### src/rtl/gpio_route_pkg.sv
package gpio_route_pkg;
  // default line counts of the three source controllers
  localparam int unsigned GR_LINES_A = 14;
  localparam int unsigned GR_LINES_B = 24;
  localparam int unsigned GR_LINES_C = 32;
endpackage

### src/rtl/route_ctrl_reg.sv
module route_ctrl_reg #(
  parameter int unsigned W = 32
) (
  input  logic         clk,
  input  logic         rst_n,
  input  logic         wr_en,
  input  logic [W-1:0] wr_data,
  output logic [W-1:0] ctrl
);
  logic live_q;

  always_ff @(posedge clk) begin
    if (!rst_n) begin
      ctrl   <= '0;
      live_q <= 1'b0;
    end else begin
      live_q <= 1'b1;
      if (wr_en) ctrl <= wr_data;
    end
  end

  // a write lands at its edge, otherwise the word holds
  a_r2_write_lands: assert property (@(posedge clk) disable iff (!rst_n)
    (live_q && $past(wr_en)) |-> (ctrl == $past(wr_data)));
  a_r2_hold_no_write: assert property (@(posedge clk) disable iff (!rst_n)
    (live_q && !$past(wr_en)) |-> $stable(ctrl));
endmodule

### src/rtl/route_pair_sel.sv
module route_pair_sel #(
  parameter int unsigned NA = 14,
  parameter int unsigned NB = 24,
  parameter int unsigned NC = 32,
  localparam int unsigned SOLO = NA + NB - NC,
  localparam int unsigned ND   = NC + SOLO
) (
  input  logic [NC-1:0] ctrl,
  input  logic [NA-1:0] ga,
  input  logic [NB-1:0] gb,
  input  logic [NC-1:0] gc,
  output logic [ND-1:0] direct,
  output logic [NA-1:0] fold_a,
  output logic [NB-1:0] fold_b,
  output logic [NC-1:0] fold_c
);
  for (genvar i = 0; i < NC; i++) begin : g_pair
    if (i < NA) begin : g_with_a
      assign direct[i] = ctrl[i] ? gc[i] : ga[i];
      assign fold_a[i] = ctrl[i] & ga[i];
    end else begin : g_with_b
      assign direct[i]    = ctrl[i] ? gc[i] : gb[i-NA];
      assign fold_b[i-NA] = ctrl[i] & gb[i-NA];
    end
    assign fold_c[i] = ~ctrl[i] & gc[i];
  end

  for (genvar k = 0; k < SOLO; k++) begin : g_solo
    assign direct[NC+k]      = gb[NC-NA+k];
    assign fold_b[NC-NA+k]   = 1'b0;
  end
endmodule

### src/rtl/route_or_merge.sv
module route_or_merge #(
  parameter int unsigned W = 8
) (
  input  logic [W-1:0] fold,
  output logic         merged
);
  assign merged = |fold;
endmodule

### src/rtl/gpio_irq_router.sv
module gpio_irq_router
  import gpio_route_pkg::*;
#(
  parameter int unsigned NA = GR_LINES_A,
  parameter int unsigned NB = GR_LINES_B,
  parameter int unsigned NC = GR_LINES_C,
  localparam int unsigned SOLO = NA + NB - NC,
  localparam int unsigned ND   = NC + SOLO
) (
  input  logic          clk,
  input  logic          rst_n,
  input  logic          cfg_wr_en,
  input  logic [NC-1:0] cfg_wr_data,
  output logic [NC-1:0] cfg_rd_data,
  input  logic [NA-1:0] gpio_a,
  input  logic [NB-1:0] gpio_b,
  input  logic [NC-1:0] gpio_c,
  output logic [ND-1:0] irq_direct,
  output logic          irq_shared_a,
  output logic          irq_shared_b,
  output logic          irq_shared_c
);
  logic [NC-1:0] ctrl;
  logic [NA-1:0] fold_a;
  logic [NB-1:0] fold_b;
  logic [NC-1:0] fold_c;

  route_ctrl_reg #(.W(NC)) u_reg (
    .clk(clk), .rst_n(rst_n), .wr_en(cfg_wr_en),
    .wr_data(cfg_wr_data), .ctrl(ctrl)
  );

  assign cfg_rd_data = ctrl;

  route_pair_sel #(.NA(NA), .NB(NB), .NC(NC)) u_sel (
    .ctrl(ctrl), .ga(gpio_a), .gb(gpio_b), .gc(gpio_c),
    .direct(irq_direct), .fold_a(fold_a), .fold_b(fold_b), .fold_c(fold_c)
  );

  route_or_merge #(.W(NA)) u_mrg_a (.fold(fold_a), .merged(irq_shared_a));
  route_or_merge #(.W(NB)) u_mrg_b (.fold(fold_b), .merged(irq_shared_b));
  route_or_merge #(.W(NC)) u_mrg_c (.fold(fold_c), .merged(irq_shared_c));

  // controller 2 shared line tracks its unrouted lines
  a_r7_shared_c_on: assert property (@(posedge clk) disable iff (!rst_n)
    ((gpio_c & ~cfg_rd_data) != '0) |-> irq_shared_c);
  a_r7_shared_c_off: assert property (@(posedge clk) disable iff (!rst_n)
    ((gpio_c & ~cfg_rd_data) == '0) |-> !irq_shared_c);
  // controller 0 shared line stays low when its losers are idle
  a_r4_shared_a_off: assert property (@(posedge clk) disable iff (!rst_n)
    ((gpio_a & cfg_rd_data[NA-1:0]) == '0) |-> !irq_shared_a);
  // controller 1 shared line raised by a losing paired line
  a_r5_shared_b_on: assert property (@(posedge clk) disable iff (!rst_n)
    ((gpio_b[NC-NA-1:0] & cfg_rd_data[NC-1:NA]) != '0) |-> irq_shared_b);
  // unpaired lines pass straight through
  a_r6_solo_pass: assert property (@(posedge clk) disable iff (!rst_n)
    irq_direct[ND-1:NC] == gpio_b[NB-1:NC-NA]);
endmodule

### config.mk
export PLATFORM = sky130hd
export DESIGN_NAME = gpio_irq_router
export DESIGN_NICKNAME = d
export VERILOG_FILES = /design/src/rtl/gpio_route_pkg.sv /design/src/rtl/route_ctrl_reg.sv /design/src/rtl/route_pair_sel.sv /design/src/rtl/route_or_merge.sv /design/src/rtl/gpio_irq_router.sv
export SDC_FILE = /design/constraint.sdc
export NUM_CORES = 1
export LEC_CHECK = 0
export BUFFER_PORTS_ARGS = -buffer_cell sky130_fd_sc_hd__buf_4
export CAP_MARGIN = 10
export CORE_UTILIZATION = 35
export DETAILED_ROUTE_END_ITERATION = 10
export GPL_TIMING_DRIVEN = 1
export PLACE_DENSITY = 0.88
export REMOVE_ABC_BUFFERS = 1
export SYNTH_ARGS = -nofsm -noshare
export SYNTH_HDL_FRONTEND = slang
export SYNTH_SLANG_ARGS = --single-unit
### constraint.sdc
create_clock -name clk -period 0.9 [get_ports clk]
set_input_delay 0.045 -clock clk [delete_from_list [all_inputs] [get_ports clk]]
set_output_delay 0.045 -clock clk [all_outputs]
set_load 0.1 [all_outputs]
==> results by group <==
Place
  • Weighted congestion reported at the end of routability-driven placement: 0.8323
  • Placed Area: 0.003630 mm²
  • Half-perimeter wire length after placement: 6551 µm
  • Cell total after placement: 482
  • I/O Buffers: 165

Die
  • Chip height: 78.36 µm
  • Horizontal die dimension: 78.36 µm
  • Die area: 0.006140 mm²
  • Top Ports: 178
  • Floorplan core area: 0.005574 mm²
  • Effective utilization at floorplan: 36.61%
  • Row cnt: 27

Synth
  • Cells after synthesis: 214
  • Yosys top cell area share: 31.39%
  • Yosys synthesis warning count: 0
  • Count of state elements after synthesis: 32
  • Unique cell type count in the Yosys netlist: 18
  • Cells taking the most area after synthesis: sky130_fd_sc_hd__dfxtp_1, sky130_fd_sc_hd__mux2_2, sky130_fd_sc_hd__mux2i_1
  • Mean Syn Cell Area: 9.536 µm²
  • Portion of the post-synthesis area used by sequential elements: 31.39%
  • Netlist area before placement: 0.002041 mm²
  • Top cell type by total area after synthesis: sky130_fd_sc_hd__dfxtp_1

Layout
  • Registers with the most flip-flops: u_reg.ctrl x32
  • Total number of nets in the final design: 537
  • Share of final-layout standard cells stronger than drive strength 1: 69.75%
  • Largest register by flop count: u_reg.ctrl
  • Fin area: 0.005079 mm²
  • Utilization after layout: 91.11%
  • Area Overhead vs Synth: 148.9%
  • Flip-flop count of the largest register after layout: 32
  • Number of standard cells in the layout, taps in and fillers out: 505
  • Fillers: 199
  • Diodes inserted: 0

CTS
  • Number of H-tree levels: 2
  • Hold buffer count at CTS: 0
  • Clk sink count: 32
  • Buffer cell driving the clock tree root: sky130_fd_sc_hd__clkbuf_8
  • Clock Latency Late Sink: 290 ps
  • Clock transition at the registers of the reported paths: 70 ps
  • Clock tree from TritonCTS: yes
  • Maximum root-to-sink buffer count: 2
  • Number of buffers inserted during clock tree synthesis: 5

Global route
  • Leftover overflow at the end of global routing: 0
  • Vias in the first global route: 3057
  • Antenna violations before repair: 0
  • Global-route wire length before repair: 15990 µm
  • Overall routing resource usage: 34.75%
  • Maximum number of pins on one net before global-route repair: 33

Pwr
  • Comb power frac: 59.6%
  • Leakage Power: 2.473 nW
  • Internal Dissipation: 3.849 mW
  • Fraction of power spent switching nets: 44.70%
  • Power per Cell Area: 1370 mW/mm²
  • Maximum VDD drop: 1.075 mV
  • Total power of the final layout: 6.960 mW
  • Part of the power in registers: 23.0%
  • Portion of total power attributed to the clock network: 17.3%
  • Net Switching: 3.111 mW

Timing
  • Max Clock Skew: 0 ps
  • Final max-slew violation count: 0
  • Least setup slack across all paths after layout: -814.7 ps
  • Number of setup violations in the final report: 77
  • Fin crit period: 1715 ps
  • Setup repair after global routing missed its margin: yes
  • Final hold violation count: 0
  • Peak Freq: 583.2 MHz
  • Final period utilization: 190.5%
  • Hold Worst Slack: 31.04 ps
  • Relative slew slack: 77.31%
  • Transition time at the pin with the least slew margin: 337.3 ps

Outcome
  • Violations in the final reports: negative setup slack
  • Outcome: complete, but fails checks

Detailed routing
  • Drt total wl: 12880 µm
  • Via count: 2901
  • Routed vias/inst: 5.745
  • First-pass iteration count of the detailed router: 5
  • Average detailed-routed wire length per instance: 25.50 µm
  • Number of violations reported at the end of detailed-routing iteration 0: 237
  • Antenna Violating Nets Remaining: 0
  • Number of remaining DRC errors: 0

Worst setup path
  • Data required, critical path: 850 ps
  • Type of destination of the critical path: output pin
  • CP arrival: 1670 ps
  • Crit Path Category: reg -> out
  • Peak fanout along the critical path: 4
  • Launching element type of the critical path: flip-flop

Run
  • Max-cap violations: 0

Worst hold path
  • Classification of the worst-slack hold path: in -> reg
routing by layer:
metal  vias to the layer above  GRT usage, %  part of all wire (%)
li1                       1188             -                     -
met2                       240         67.37                    53
met1                      1396         33.19                    33
met3                        77         8.372                   6.9
met4                         0         18.89                   7.0
met5                         -        0.9091                     0
what timing repair did:
action	in CTS	in global routing
pin swaps	4	3
endpoints found under the hold margin	0	0
gates cloned	0	0
endpoints found under the setup margin	67	74
resized for setup	308	36
setup buffers	7	23
power groups by stage:
stage / Clock, mW / Sequential (mW) / Combinational, mW
global route: 1.25 / 1.61 / 4.22
global placement: 0 / 1.59 / 3.03
CTS: 1.14 / 1.59 / 3.91
finish: 1.21 / 1.60 / 4.15
floorplan: 0 / 2.24 / 1.39
detailed placement: 0 / 1.60 / 3.06
through the flow:
stage                     setup TNS (ps)  worst slack (ps)
after floorplan                   -47080             -1557
after global placement             -5987            -431.4
after detailed placement           -6327            -415.9
after CTS                         -16220            -688.3
after global routing              -20850            -850.4
final                             -19750            -814.7
cell usage after synthesis:
| library cell | count |
|---|---|
| sky130_fd_sc_hd__a221oi_1 | 2 |
| sky130_fd_sc_hd__mux2_2 | 32 |
| sky130_fd_sc_hd__nor2b_1 | 32 |
| sky130_fd_sc_hd__clkbuf_1 | 3 |
| sky130_fd_sc_hd__and3_1 | 1 |
| sky130_fd_sc_hd__nand2_1 | 1 |
| sky130_fd_sc_hd__nor4_1 | 4 |
| sky130_fd_sc_hd__nand4_1 | 3 |
| sky130_fd_sc_hd__dfxtp_1 | 32 |
| sky130_fd_sc_hd__a22o_1 | 4 |
| sky130_fd_sc_hd__buf_6 | 3 |
| sky130_fd_sc_hd__buf_4 | 6 |
| sky130_fd_sc_hd__a22oi_1 | 7 |
| sky130_fd_sc_hd__a221oi_2 | 3 |
| sky130_fd_sc_hd__inv_1 | 32 |
| sky130_fd_sc_hd__buf_2 | 1 |
| sky130_fd_sc_hd__o22ai_1 | 16 |
| sky130_fd_sc_hd__mux2i_1 | 32 |
cell type report:
| type | instances | area [µm²] | area share (%) |
|---|---|---|---|
| Clock buffer | 8 | 90.09 | 1.774 |
| Inverter | 32 | 120.1 | 2.365 |
| Multi-Input combinational cell | 137 | 1350 | 26.58 |
| Sequential cell | 32 | 705.7 | 13.90 |
| Tap cell | 72 | 90.09 | 1.774 |
| Timing Repair Buffer | 224 | 2723 | 53.61 |
cells by family (layout without fill, tap and decap cells):
| kind of cell | Yosys count | count (layout) | share of synthesized area (%) |
|---|---|---|---|
| AOI/OAI and AO/OA | 32 | 32 | 12.26 |
| buffers and inverters | 45 | 264 | 10.55 |
| DFF | 32 | 32 | 31.39 |
| muxes | 64 | 64 | 33.35 |
| and+or+nand+nor | 41 | 41 | 12.45 |
worst max-delay path: stages, from the launching register on:
cell,delay [ps]
sky130_fd_sc_hd__dfxtp_1,350
sky130_fd_sc_hd__buf_4,160
sky130_fd_sc_hd__o22ai_1,120
sky130_fd_sc_hd__nor4_2,360
sky130_fd_sc_hd__nand4_1,160
sky130_fd_sc_hd__buf_6,220
path summary, 6_finish.rpt:
check,start,endpoint,slack [ps],cells past startpoint
setup reg to reg,u_reg.ctrl[9],u_reg.ctrl[9],-110,4
setup / recovery,u_reg.ctrl[30],irq_shared_c,-810,5
hold reg to reg,u_reg.ctrl[2],u_reg.ctrl[2],660,3
hold / removal,cfg_wr_data[2],u_reg.ctrl[2],30,3
cell usage in the layout (no fill, tap or decap):
cell type / Yosys / layout
sky130_fd_sc_hd__a221oi_2: 3 / 5
sky130_fd_sc_hd__a22o_1: 4 / 4
sky130_fd_sc_hd__a22oi_1: 7 / 5
sky130_fd_sc_hd__a22oi_2: 0 / 2
sky130_fd_sc_hd__and3_1: 1 / 1
sky130_fd_sc_hd__buf_12: 0 / 67
sky130_fd_sc_hd__buf_4: 6 / 103
sky130_fd_sc_hd__buf_6: 3 / 54
sky130_fd_sc_hd__clkbuf_1: 3 / 2
sky130_fd_sc_hd__clkbuf_8: 0 / 6
sky130_fd_sc_hd__dfxtp_1: 32 / 2
sky130_fd_sc_hd__dfxtp_2: 0 / 19
sky130_fd_sc_hd__dfxtp_4: 0 / 11
sky130_fd_sc_hd__inv_1: 32 / 32
sky130_fd_sc_hd__mux2_4: 0 / 32
sky130_fd_sc_hd__mux2i_1: 32 / 30
sky130_fd_sc_hd__mux2i_2: 0 / 1
sky130_fd_sc_hd__mux2i_4: 0 / 1
sky130_fd_sc_hd__nand2_1: 1 / 1
sky130_fd_sc_hd__nand4_1: 3 / 3
sky130_fd_sc_hd__nor2b_1: 32 / 32
sky130_fd_sc_hd__nor4_1: 4 / 3
sky130_fd_sc_hd__nor4_2: 0 / 1
sky130_fd_sc_hd__o22ai_1: 16 / 16
(Power assumes the default switching activity.)
